==> config.mk <==
export PLATFORM = sky130hd
export DESIGN_NAME = secded_codec
export DESIGN_NICKNAME = d
export VERILOG_FILES = /design/src/rtl/secded_pkg.sv /design/src/rtl/secded_enc.sv /design/src/rtl/secded_dec.sv /design/src/rtl/secded_pipe.sv /design/src/rtl/secded_codec.sv
export SDC_FILE = /design/constraint.sdc
export NUM_CORES = 1
export LEC_CHECK = 0
export ABC_CLOCK_PERIOD_IN_PS = 2400
export BUFFER_PORTS_ARGS = -buffer_cell sky130_fd_sc_hd__buf_2
export CAP_MARGIN = 20
export CORE_UTILIZATION = 50
export DETAILED_ROUTE_END_ITERATION = 7
export HOLD_SLACK_MARGIN = 0.06
export MAX_ROUTING_LAYER = met4
export PLACE_DENSITY = 0.76
export SETUP_SLACK_MARGIN = 0.4
export SLEW_MARGIN = 15
export SYNTH_ARGS = -nofsm -noshare
export SYNTH_HDL_FRONTEND = slang
export SYNTH_SLANG_ARGS = --single-unit
==> constraint.sdc <==
create_clock -name clk -period 2.4 [get_ports clk]
set_input_delay 0.48 -clock clk [delete_from_list [all_inputs] [get_ports clk]]
set_output_delay 0.48 -clock clk [all_outputs]
set_load 0.03 [all_outputs]
==> src/rtl/secded_pkg.sv <==
package secded_pkg;
  localparam int unsigned DATA_W = 8;
  localparam int unsigned CHK_W  = 4;
  localparam int unsigned CODE_W = DATA_W + CHK_W + 1;
  localparam int unsigned IDX_W  = $clog2(CODE_W);
  localparam int unsigned DIDX_W = $clog2(DATA_W);
  localparam int unsigned SIDX_W = $clog2(CHK_W);

  typedef logic [DATA_W-1:0] data_t;
  typedef logic [CODE_W-1:0] code_t;
  typedef logic [CHK_W-1:0]  synd_t;
  typedef logic [IDX_W-1:0]  idx_t;
  typedef logic [DIDX_W-1:0] didx_t;
  typedef logic [SIDX_W-1:0] sidx_t;

  typedef struct packed {
    data_t data;
    logic  single;
    logic  dbl;
  } dec_word_t;

  // position 0 and powers of two hold check bits
  function automatic bit is_chk_pos(int unsigned p);
    return (p & (p - 1)) == 0;
  endfunction

  // j-th data slot counted from the most significant data bit
  function automatic int unsigned data_pos(int unsigned j);
    int unsigned n;
    n = 0;
    for (int unsigned p = 1; p < CODE_W; p++) begin
      if (!is_chk_pos(p)) begin
        if (n == j) return p;
        n++;
      end
    end
    return 0;
  endfunction

  // positions 1..CODE_W-1 whose index has bit k set
  function automatic code_t cover_mask(int unsigned k);
    code_t m;
    m = '0;
    for (int unsigned p = 1; p < CODE_W; p++)
      if (((p >> k) & 1) != 0) m[idx_t'(p)] = 1'b1;
    return m;
  endfunction
endpackage

==> src/rtl/secded_enc.sv <==
module secded_enc
  import secded_pkg::*;
(
  input  data_t data_i,
  output code_t code_o
);
  code_t word;

  always_comb begin
    word = '0;
    for (int unsigned j = 0; j < DATA_W; j++)
      word[idx_t'(data_pos(j))] = data_i[didx_t'(DATA_W - 1 - j)];
    // each check bit makes its covered group odd
    for (int unsigned k = 0; k < CHK_W; k++)
      word[idx_t'(1 << k)] = ~(^(word & cover_mask(k)));
    // overall bit makes the whole word odd
    word[0] = ~(^word);
  end

  assign code_o = word;
endmodule

==> src/rtl/secded_dec.sv <==
module secded_dec
  import secded_pkg::*;
(
  input  code_t code_i,
  output data_t data_o,
  output logic  single_o,
  output logic  dbl_o
);
  synd_t synd;
  logic  par_bad;
  logic  in_range;
  code_t fixed;

  always_comb begin
    for (int unsigned k = 0; k < CHK_W; k++)
      synd[sidx_t'(k)] = ~(^(code_i & cover_mask(k)));
    par_bad  = ~(^code_i);
    in_range = 32'(synd) < CODE_W;

    fixed = code_i;
    if (par_bad && (synd != '0) && in_range)
      fixed[idx_t'(synd)] = ~code_i[idx_t'(synd)];

    single_o = par_bad && in_range;
    dbl_o    = (!par_bad && (synd != '0)) || (par_bad && !in_range);

    for (int unsigned j = 0; j < DATA_W; j++)
      data_o[didx_t'(DATA_W - 1 - j)] = fixed[idx_t'(data_pos(j))];
  end
endmodule

==> src/rtl/secded_pipe.sv <==
module secded_pipe #(
  parameter int unsigned W = 8
) (
  input  logic         clk,
  input  logic         rst_n,
  input  logic         in_valid,
  output logic         in_ready,
  input  logic [W-1:0] in_data,
  output logic         out_valid,
  input  logic         out_ready,
  output logic [W-1:0] out_data
);
  assign in_ready = !out_valid || out_ready;

  always_ff @(posedge clk) begin
    if (!rst_n) begin
      out_valid <= 1'b0;
      out_data  <= '0;
    end else begin
      if (in_ready) out_valid <= in_valid;
      if (in_valid && in_ready) out_data <= in_data;
    end
  end

  // a stalled result is held
  a_r10_hold_while_stalled: assert property (@(posedge clk) disable iff (!rst_n)
    out_valid && !out_ready |=> out_valid && $stable(out_data));

  // an accepted word appears one edge later
  a_r9_accept_to_output: assert property (@(posedge clk) disable iff (!rst_n)
    in_valid && in_ready |=> out_valid && (out_data == $past(in_data)));
endmodule

==> src/rtl/secded_codec.sv <==
module secded_codec
  import secded_pkg::*;
(
  input  logic        clk,
  input  logic        rst_n,
  input  logic        enc_in_valid,
  output logic        enc_in_ready,
  input  logic [7:0]  enc_in_data,
  output logic        enc_out_valid,
  input  logic        enc_out_ready,
  output logic [12:0] enc_out_code,
  input  logic        dec_in_valid,
  output logic        dec_in_ready,
  input  logic [12:0] dec_in_code,
  output logic        dec_out_valid,
  input  logic        dec_out_ready,
  output logic [7:0]  dec_out_data,
  output logic        dec_out_single,
  output logic        dec_out_double
);
  code_t     enc_code;
  dec_word_t dec_word;
  dec_word_t dec_held;

  secded_enc u_enc (
    .data_i (enc_in_data),
    .code_o (enc_code)
  );

  secded_pipe #(.W(CODE_W)) u_enc_slot (
    .clk       (clk),
    .rst_n     (rst_n),
    .in_valid  (enc_in_valid),
    .in_ready  (enc_in_ready),
    .in_data   (enc_code),
    .out_valid (enc_out_valid),
    .out_ready (enc_out_ready),
    .out_data  (enc_out_code)
  );

  secded_dec u_dec (
    .code_i   (dec_in_code),
    .data_o   (dec_word.data),
    .single_o (dec_word.single),
    .dbl_o    (dec_word.dbl)
  );

  secded_pipe #(.W($bits(dec_word_t))) u_dec_slot (
    .clk       (clk),
    .rst_n     (rst_n),
    .in_valid  (dec_in_valid),
    .in_ready  (dec_in_ready),
    .in_data   (dec_word),
    .out_valid (dec_out_valid),
    .out_ready (dec_out_ready),
    .out_data  (dec_held)
  );

  assign dec_out_data   = dec_held.data;
  assign dec_out_single = dec_held.single;
  assign dec_out_double = dec_held.dbl;

  // every presented codeword has odd overall parity
  a_r3_code_odd: assert property (@(posedge clk) disable iff (!rst_n)
    enc_out_valid |-> (^enc_out_code));

  // the two flags never appear together
  a_r7_flags_exclusive: assert property (@(posedge clk) disable iff (!rst_n)
    dec_out_valid |-> !(dec_out_single && dec_out_double));
endmodule

=== Word-level counts from Yosys, hierarchy flattened ===
Index checks and enable logic that the tools add are counted.

* Register bits: 25
* Output and inout port bits: 27
* Word-level logic and storage cells: 49

* Magnitude comparators: 3
* Muxes and demuxes: 6
* Reductions and logical operators: 25
* Bitwise logic cells: 11

{| class="wikitable"
|+ Operators with widths
! kind !! count
|-
| 13-bit XOR reduction || 10
|-
| 13-bit bitwise mux || 1
|-
| 13-bit two-way mux || 1
|-
| 1-bit NOT || 11
|-
| 1-bit logical AND || 8
|-
| 4-bit by 5-bit < comparator with 1-bit output (second input constant) || 1
|-
| 1-bit binary-select mux with 4-bit select || 1
|-
| 1-bit demux with 4-bit select || 1
|-
| 4-bit by 1-bit greater-or-equal comparator with 1-bit output (second input constant) || 1
|-
| 4-bit < comparator (second input constant) || 1
|-
| 4-bit nonzero test || 1
|-
| 1-bit logical NOT || 3
|-
| 1-bit logical OR || 3
|-
| 1-bit two-way mux || 2
|}

=== Longest topological paths before layout ===
Gate-level depths: netlist of the first run.

* Depth after elaboration: 8
* Gate-level depth with buffers: 6
* Depth with buffers taken out: 6

=== By module ===
Synthesis of the first run repeated with hierarchy kept, for this count alone.

* Cell total of the unflattened synthesis: 212
* Area, all modules: 2,108.3 um2

{| class="wikitable"
|+ By module, submodules not included
! module !! sequential area each (um2) !! cells each !! area an instance (um2) !! instances
|-
| secded_dec || 0.0 || 81 || 863.3 || 1
|-
| secded_pipe at u_enc_slot || 280.3 || 62 || 586.8 || 1
|-
| secded_pipe at u_dec_slot || 220.2 || 48 || 449.2 || 1
|-
| secded_enc || 0.0 || 21 || 209.0 || 1
|}

=== Least setup slack after synthesis of the first run ===
Ideal clock, no wire load.

* Kind: input -> register
* Start: input dec_in_code[12]
* End: register u_dec_slot.out_data[9]
* Stages: 6
* Data required time: 2.330 ns
* Setup slack: 0.368 ns
* Buffers on the path: 1
* Library setup time: 0.070 ns
* Arrival time: 1.961 ns
* Cells stage by stage: clkbuf_1 > xnor3_1 > nor2_1 > o211ai_1 > mux2_1 > a21oi_1

* Word-level cells in the longest chain between the ends: 8
* Elaborated cells on any way between the ends: 20
* Those cells by class: 3 x order compare; 6 x mux; 4 x bitwise; 7 x reduce/logical

{| class="wikitable"
|+ Ends and longest elaborated chain
! item !! line !! text
|-
| from (decl) || secded_codec.sv:14 || <nowiki>input logic [12:0] dec_in_code,</nowiki>
|-
| 13-bit XOR reduction || secded_dec.sv:16 || <nowiki>synd[sidx_t'(k)] = ~(^(code_i & cover_mask(k)));</nowiki>
|-
| 1-bit NOT || secded_dec.sv:16 ||
|-
| 4-bit by 5-bit < comparator with 1-bit output (not written as such) or 4-bit by 1-bit greater-or-equal comparator with 1-bit output (tied branches) || secded_dec.sv:22 || <nowiki>fixed[idx_t'(synd)] = ~code_i[idx_t'(synd)];</nowiki>
|-
| 1-bit logical AND (not written as such) || secded_dec.sv:22 ||
|-
| 1-bit two-way mux (not written as such) || secded_dec.sv:22 ||
|-
| 1-bit demux with 4-bit select || - ||
|-
| 13-bit bitwise mux || secded_dec.sv:22 ||
|-
| 13-bit two-way mux (*) || secded_dec.sv:21 || <nowiki>if (par_bad && (synd != '0) && in_range)</nowiki>
|-
| to (signal assigned) || secded_pipe.sv:21 || <nowiki>if (in_valid && in_ready) out_data <= in_data;</nowiki>
|-
| to (decl) || secded_pipe.sv:11 || <nowiki>output logic [W-1:0] out_data</nowiki>
|}

Every way passes the cells marked *; elsewhere a longest branch is shown, timed or not. The select of a mux whose other input is x is not followed.
A chain may end at the register's enable or synchronous reset.

=== Worst setup path after layout of the first run ===
* Start: input dec_in_code[7]
* End: register u_dec_slot.out_data[5]

Same word-level chain as after synthesis.

==> results.md, run 1 <==
- Run status: finished with violations
- Violated checks: DRC
- Peak supply drop: 420 uV
- Remaining routing DRC violations: 2
- TritonCTS Buffers: 3
- Final clock skew: 0.00154 ns
- Setup ws final: 0.453 ns
- Floorplan row count: 19
- Clock tree from TritonCTS: yes
- Routed WL per cell: 13.5 um
- Crit path time final: 1.95 ns
- Primary flip-flop cell chosen by synthesis mapping: sky130_fd_sc_hd__dfxtp_1
- Post-place setup slack: 0.112 ns
- Startpoint of the worst hold path: dec_in_valid
- Biggest area consumer among synthesized cells: sky130_fd_sc_hd__dfxtp_1
- Setup repair after global routing missed its margin: yes
- Synthesis Warnings: 0
- Total track usage: 24.7%
- Area growth from synthesis to layout: 26.3%
- Synthesized netlist net count: 207
- Hold endpoint: u_dec_slot.out_valid
- Share of async-settable or async-resettable flops after synthesis: 0%
- Portion of netlist area occupied by mux cells: 0.725%
- Max-cap violations: 0
- Maximum number of pins on one net before global-route repair: 18
- Fillers: 248
- Dominant combinational cell family by area after synthesis: XOR/XNOR gates
- Wire length of the first global-routing pass: 6.20 mm
- GRT overflow: 0
- Measured slew at the worst slew-check pin: 0.637 ns
- Die Height: 57.7 um
- Flop2flop setup slack: 0.86 ns
- Clk_lat worst skew: 0.33 ns
- Hold Violations, Final: 0
- Delay contributed by the slowest stage of the critical path: 0.47 ns
- DR iter-0 viols: 63
- Power density over the cells: 636 nW/um^2
- Final-report max-slew violation count: 0
- CTS max path bufs: 2
- Share of layout cells above drive strength 1: 33.9%
- Detailed Place HPWL: 2.78 mm
- Initial antenna violation count: 0
- Data required time of the critical path: 2.66 ns
- Simple-gate portion of the synthesized area: 16.9%
- Number of synthesized register bits: 25
- Sequential fraction of the synthesis area: 32.2%
- Ranking of synthesized cells by instance count: sky130_fd_sc_hd__nand2_1, sky130_fd_sc_hd__dfxtp_1, sky130_fd_sc_hd__a21oi_1
- Cell count after synthesis: 180
- NumNets Final: 267
- Clock tree sinks: 25
- Post-synthesis share of cell area spent on xor and xnor gates: 27.7%
- Critical path capture point type: flop
- Share of the clock period used by the worst path after layout: 81.1%
- Mean number of vias per cell: 5.44
- Inst Count DP: 263
- Critical path data arrival time: 2.21 ns
- Synthesized-area fraction occupied by ao, oa, aoi and oai cells: 20.0%
- Effective utilization at floorplan: 54.4%
- R2r endpoint: u_dec_slot.out_data[9]
- Area fraction of the dominant cell type after synthesis: 32.2%
- Worst Path Class, Setup: in2reg
- Routability congestion estimate: 0.880
- Area used by sequential logic in the layout: 500 um^2
- Tot Pwr: 1.25 mW
- Max_slew headroom: 57.5%
- Final standard cell count with taps included and fillers excluded: 270
- Clock slew at reported path FFs: 0.14 ns
- Worst hold path class: in2reg
- I/O Pins: 54
- Cell with the largest stage delay on the worst path: sky130_fd_sc_hd__xor3_2
- Number of global-route vias before repair: 1398
- Worst hold slack across all endpoints: 0.380 ns
- Area inside the core boundary: 2850 um^2
- Critical register-to-register path startpoint: u_dec_slot.out_valid
- Antenna-violating nets left: 0
- Cell area after synthesis: 1550 um^2
- Critical Path Fanout Max: 5
- Synth cell types: 35
- Synthesized area divided by synthesized cell count: 8.63 um^2
- Cell count of the worst reg-to-reg path: 5
- CTS H-tree depth: 1
- Type of element launching the critical path: input pin
- Number of enable flip-flop cells after synthesis: 0
- Root buffer cell: sky130_fd_sc_hd__clkbuf_4
- Vias after detailed routing: 1469
- Sequence of cells on the critical path: buf_2 > xor3_2 > xnor3_2 > buf_4 > a2111oi_4 > xnor2_1 > a211oi_2
- Family of cells with the greatest summed delay on the critical path: XOR/XNOR gates
- Die width: 57.7 um
- Post-synthesis share of cell area spent on full adders, half adders and majority gates: 0%
- Leading cell types by total area after synthesis: sky130_fd_sc_hd__dfxtp_1, sky130_fd_sc_hd__xnor2_1, sky130_fd_sc_hd__a21oi_1
- Number of antenna cells inserted: 0
- Worst path bufs/invs: 2
- Total die area: 3330 um^2
- PortBufs: 53
- Combined area of the multi-input logic cells: 1050 um^2
- Final count of negative-setup-slack endpoints: 0
- Total length of routed wires: 3.63 mm
- Hold depth: 3
- Detailed-router iteration count before antenna repair: 6
- Final total negative setup slack: 0 ns
- Most frequently used cell type in the post-synthesis netlist: sky130_fd_sc_hd__nand2_1
- Leakage: 0.860 nW
- Timing-limited maximum frequency: 514 MHz
-- per-stage QoR --
| stage | utilization [%] | area (um^2) |
|---|---|---|
| final | 68.7 | 1960 |
| after detailed placement | 66.2 | 1890 |
| after floorplan | - | 1570 |
| after global placement | 66.2 | 1890 |
| after global routing | 68.7 | 1960 |
| after CTS | 67.2 | 1920 |
-- registers in the layout (all words and copies together), names as in the netlist --
name and flops:
u_enc_slot.out_valid 1, u_enc_slot.out_data 13, u_dec_slot.out_valid 1, u_dec_slot.out_data 10
-- placed cells by master (no fill, tap or decap), drive strengths merged, types with 2 or more instances in the layout --
cell type,count
xor2,13
nand2,28
xnor2,22
nand3,5
o211ai,3
nor3,9
dfxtp,25
nand2b,2
nor2,10
a21oi,23
and2,2
o2111a,2
a211oi,4
inv,3
o21ai,8
buf,61
xnor3,3
clkbuf,3
-- tightest hold or removal path, cell delays in order --
cell                      delay (ns)
sky130_fd_sc_hd__buf_2          0.11
sky130_fd_sc_hd__inv_1          0.04
sky130_fd_sc_hd__a21oi_1        0.05
-- cell type report --
type	count	share of cell area (%)
repair buffers	61	16.6
well taps	31	1.98
multi-input cells	145	53.6
clock buffers	3	1.15
flip-flops and latches	25	25.5
inverters	4	0.766
clock inverters	1	0.383
-- where the power goes --
group | switching (mW) | total [mW] | internal, mW
Clock | 0.135 | 0.199 | 0.0639
Sequential | 0.0171 | 0.469 | 0.452
Combinational | 0.346 | 0.578 | 0.231
Total | 0.499 | 1.25 | 0.747
-- cell families after synthesis --
family / count (synthesis)
AND/OR/NAND/NOR: 58
AO/OA/AOI/OAI: 47
XOR/XNOR: 39
flip-flops: 25
buffers and inverters: 10
multiplexers: 1
-- how the worst max path moves through the flow --
stage          slack, ns  cells past startpoint            from                endpoint
2_1_floorplan       0.41                      6  dec_in_code[6]  u_dec_slot.out_data[5]
3_3_place_gp        0.16                      7  dec_in_code[3]  u_dec_slot.out_data[5]
3_5_place_dp        0.11                      7  dec_in_code[7]  u_dec_slot.out_data[1]
4_1_cts             0.44                      7  dec_in_code[7]  u_dec_slot.out_data[1]
5_1_grt             0.38                      7  dec_in_code[7]  u_dec_slot.out_data[1]
6_report            0.45                      7  dec_in_code[7]  u_dec_slot.out_data[5]
-- timing repair --
item	4_1_cts	5_1_grt
endpoints found under the hold margin	0	0
hold buffers	0	0
setup buffers	0	3
resized for setup	0	3
setup endpoints to repair	0	5
-- per-layer routing --
metal / up-vias / wire [um] / GRT usage [%] / share of wire [%]
li1: 745 / - / - / -
met1: 663 / 1650 / 30.7 / 45
met2: 56 / 1710 / 41.4 / 47
met3: 5 / 234 / 4.02 / 6.4
met4: 0 / 38 / 7.48 / 1.0
met5: - / 0 / - / 0
(Power assumes the default switching activity.)
==> run 2, diff against run 1 <==
--- a/config.mk
+++ b/config.mk
@@ -5,14 +5,14 @@
 export SDC_FILE = /design/constraint.sdc
 export NUM_CORES = 1
 export LEC_CHECK = 0
-export ABC_CLOCK_PERIOD_IN_PS = 2400
+export ABC_CLOCK_PERIOD_IN_PS = 1700
 export BUFFER_PORTS_ARGS = -buffer_cell sky130_fd_sc_hd__buf_2
 export CAP_MARGIN = 20
-export CORE_UTILIZATION = 50
+export CORE_UTILIZATION = 45
 export DETAILED_ROUTE_END_ITERATION = 7
 export HOLD_SLACK_MARGIN = 0.06
 export MAX_ROUTING_LAYER = met4
-export PLACE_DENSITY = 0.76
+export PLACE_DENSITY = 0.72
 export SETUP_SLACK_MARGIN = 0.4
 export SLEW_MARGIN = 15
 export SYNTH_ARGS = -nofsm -noshare
==> constraint.sdc (replaced) <==
create_clock -name clk -period 1.7 [get_ports clk]
set_input_delay 0.34 -clock clk [delete_from_list [all_inputs] [get_ports clk]]
set_output_delay 0.34 -clock clk [all_outputs]
set_load 0.03 [all_outputs]
==> results.md, run 2 (synthesis gave the netlist of run 1 again) <==
- Clock slew at reported path FFs: 0.14 ns (about the same)
- Area used by sequential logic in the layout: 503 um^2 (was 500 um^2)
- Number of flip-flops under the largest register name: 13 (unchanged)
- PortBufs: 53 (unchanged)
- Wire length of the first global-routing pass: 7.21 mm (was 6.20 mm)
- Portion of total power attributed to combinational logic: 55.7% (was 46.4%)
- Detailed Place HPWL: 3.03 mm (was 2.78 mm)
- Hold Violations, Final: 0 (unchanged)
- Tot Pwr: 2.12 mW (was 1.25 mW)
- Total length of routed wires: 4.70 mm (was 3.63 mm)
- Final count of negative-setup-slack endpoints: 2 (was 0)
- Top Registers: u_enc_slot.out_data (13), u_dec_slot.out_data (10) (unchanged)
- Critical path data arrival time: 1.98 ns (was 2.21 ns)
- Crit path time final: 1.72 ns
- Remaining routing DRC violations: 0 (was 2)
- Maximum number of pins on one net before global-route repair: 16 (was 18)
- Delay contributed by the slowest stage of the critical path: 0.44 ns (was 0.47 ns)
- Clk pwr share: 12.9% (was 16.0%)
- Die Height: 60.7 um (was 57.7 um)
- Setup ws final: -0.0181 ns (was 0.453 ns)
- Number of global-route vias before repair: 1618 (was 1398)
- Final clock skew: 0.0138 ns (was 0.00154 ns)
- NumNets Final: 296 (was 267)
- Detailed-router iteration count before antenna repair: 4 (was 6)
- Vias after detailed routing: 1690 (was 1469)
- Routability congestion estimate: 0.933 (was 0.880)
- Antenna-violating nets left: 0 (unchanged)
- Critical path capture point type: flop (unchanged)
- DR iter-0 viols: 90 (was 63)
- Routed WL per cell: 15.0 um (was 13.5 um)
- Final total negative setup slack: -0.0260 ns (was 0 ns)
- Fillers: 229 (was 248)
- Type of element launching the critical path: input pin (unchanged)
- Sequence of cells on the critical path: buf_8 > xor3_2 > xnor3_2 > buf_6 > a2111oi_4 > xnor2_1 > a211oi_2 (was buf_2 > xor3_2 > xnor3_2 > buf_4 > a2111oi_4 > xnor2_1 > a211oi_2)
- Max-cap violations: 0 (unchanged)
- Number of antenna cells inserted: 0 (unchanged)
- CTS max path bufs: 2 (unchanged)
- Clock tree from TritonCTS: yes (unchanged)
- Switch Pwr: 0.839 mW (was 0.499 mW)
- CTS H-tree depth: 1 (unchanged)
- Measured slew at the worst slew-check pin: 0.393 ns (was 0.637 ns)
- Leading cell type in the layout, fill and taps excluded: sky130_fd_sc_hd__buf_2 (unchanged)
- Final-report max-slew violation count: 0 (unchanged)
- GRT overflow: 0 (unchanged)
- Clock tree sinks: 25 (unchanged)
- Timing-limited maximum frequency: 582 MHz
- Critical Path Fanout Max: 5 (unchanged)
- Setup repair after global routing missed its margin: yes (unchanged)
- Effective utilization at floorplan: 49.2% (was 54.4%)
- Total track usage: 27.6% (was 24.7%)
- Violated checks: setup timing (was DRC)
- Count of hold buffers inserted by post-cts repair: 0 (unchanged)
- Share of layout cells above drive strength 1: 48.5% (was 33.9%)
- Worst hold path class: in2reg (unchanged)
- Post-place setup slack: -0.398 ns (was 0.112 ns)
- Run status: finished with violations (unchanged)
- Leakage: 1.10 nW (was 0.860 nW)
- Total die area: 3690 um^2 (was 3330 um^2)
- Family of cells with the greatest summed delay on the critical path: XOR/XNOR gates (unchanged)
- Area inside the core boundary: 3150 um^2 (was 2850 um^2)
- Switching power share of the total: 39.7% (was 40.0%)
- Initial antenna violation count: 0 (unchanged)
- Combined area of the multi-input logic cells: 1280 um^2 (was 1050 um^2)
- Die width: 60.7 um (was 57.7 um)
- Worst hold slack across all endpoints: 0.237 ns (was 0.380 ns)
- Max_slew headroom: 73.7% (was 57.5%)
- Clk_lat worst skew: 0.33 ns (about the same)
- Cell with the largest stage delay on the worst path: sky130_fd_sc_hd__xor3_2 (unchanged)
- Floorplan row count: 20 (was 19)
- Most frequent cells in the layout: sky130_fd_sc_hd__buf_2, sky130_fd_sc_hd__buf_4, sky130_fd_sc_hd__nand2_1 (was sky130_fd_sc_hd__buf_2, sky130_fd_sc_hd__nand2_1, sky130_fd_sc_hd__dfxtp_1)
- Worst path bufs/invs: 2 (unchanged)
- Utilization after layout: 79.4% (was 68.7%)
- Worst Path Class, Setup: in2reg (unchanged)
- Part of the power in registers: 31.5% (was 37.7%)
- Area growth from synthesis to layout: 61.2% (was 26.3%)
- TritonCTS Buffers: 3 (unchanged)
- Share of the clock period used by the worst path after layout: 101%
- Pint: 1.28 mW (was 0.747 mW)
- Peak supply drop: 598 uV (was 420 uV)
- Mean number of vias per cell: 5.42 (was 5.44)
- I/O Pins: 54 (unchanged)
- Power density over the cells: 845 nW/um^2 (was 636 nW/um^2)
- Data required time of the critical path: 1.96 ns (was 2.66 ns)
- Root buffer cell: sky130_fd_sc_hd__clkbuf_4 (unchanged)
- Top reg by flops: u_enc_slot.out_data (unchanged)
==> run 2: repair_timing <==
action	CTS	global route
endpoints found under the setup margin	10	18
buffers inserted	8	2
pin swaps	12	2
gates resized for setup	34	12
==> run 2: final timing paths <==
| check | startpoint | endpoint | depth (start not counted) | slack [ns] |
|---|---|---|---|---|
| worst max-delay path | dec_in_code[1] | u_dec_slot.out_data[5] | 7 | -0.02 |
| worst min-delay path | dec_in_valid | u_dec_slot.out_valid | 3 | 0.24 |
| worst max register to register | u_dec_slot.out_valid | u_dec_slot.out_data[9] | 6 | 0.42 |
| worst min register to register | u_enc_slot.out_data[12] | u_enc_slot.out_data[12] | 2 | 0.46 |
==> run 2: worst register-to-register path: stages (launching register included) <==
cell and delay (ns):
sky130_fd_sc_hd__dfxtp_2 0.35, sky130_fd_sc_hd__nand2b_2 0.09, sky130_fd_sc_hd__nand2_1 0.16, sky130_fd_sc_hd__a21oi_1 0.17
sky130_fd_sc_hd__nand2_1 0.06, sky130_fd_sc_hd__mux2_1 0.28, sky130_fd_sc_hd__a21oi_1 0.11
==> run 2: metrics by stage <==
stage	cell area, um^2	cells
floorplan	1710	180
global placement	2210	298
detailed placement	2210	298
CTS	2450	310
global route	2500	312
finish	2500	312
==> run 2: power groups by stage <==
stage	Clock (mW)	Sequential (mW)	Combinational (mW)
2_1_floorplan	0	0.781	0.505
3_3_place_gp	0	0.675	0.911
3_5_place_dp	0	0.677	0.939
4_1_cts	0.270	0.665	1.10
5_1_grt	0.295	0.671	1.24
6_report	0.272	0.666	1.18
==> run 2: cell type report <==
type,count,share of cell area [%]
sequential,25,20.1
multi-input combinational,145,51.0
timing repair buffer,90,25.0
clock buffer,4,1.05
inverter,4,0.600
tap,44,2.20
==> run 2: per-layer routing <==
metal | global-route usage, % | vias up | wire length, um
met2 | 46.6 | 65 | 2410
met5 | - | - | 0
li1 | - | 796 | -
met1 | 32.2 | 815 | 1900
met3 | 5.33 | 14 | 263
met4 | 11.0 | 0 | 120
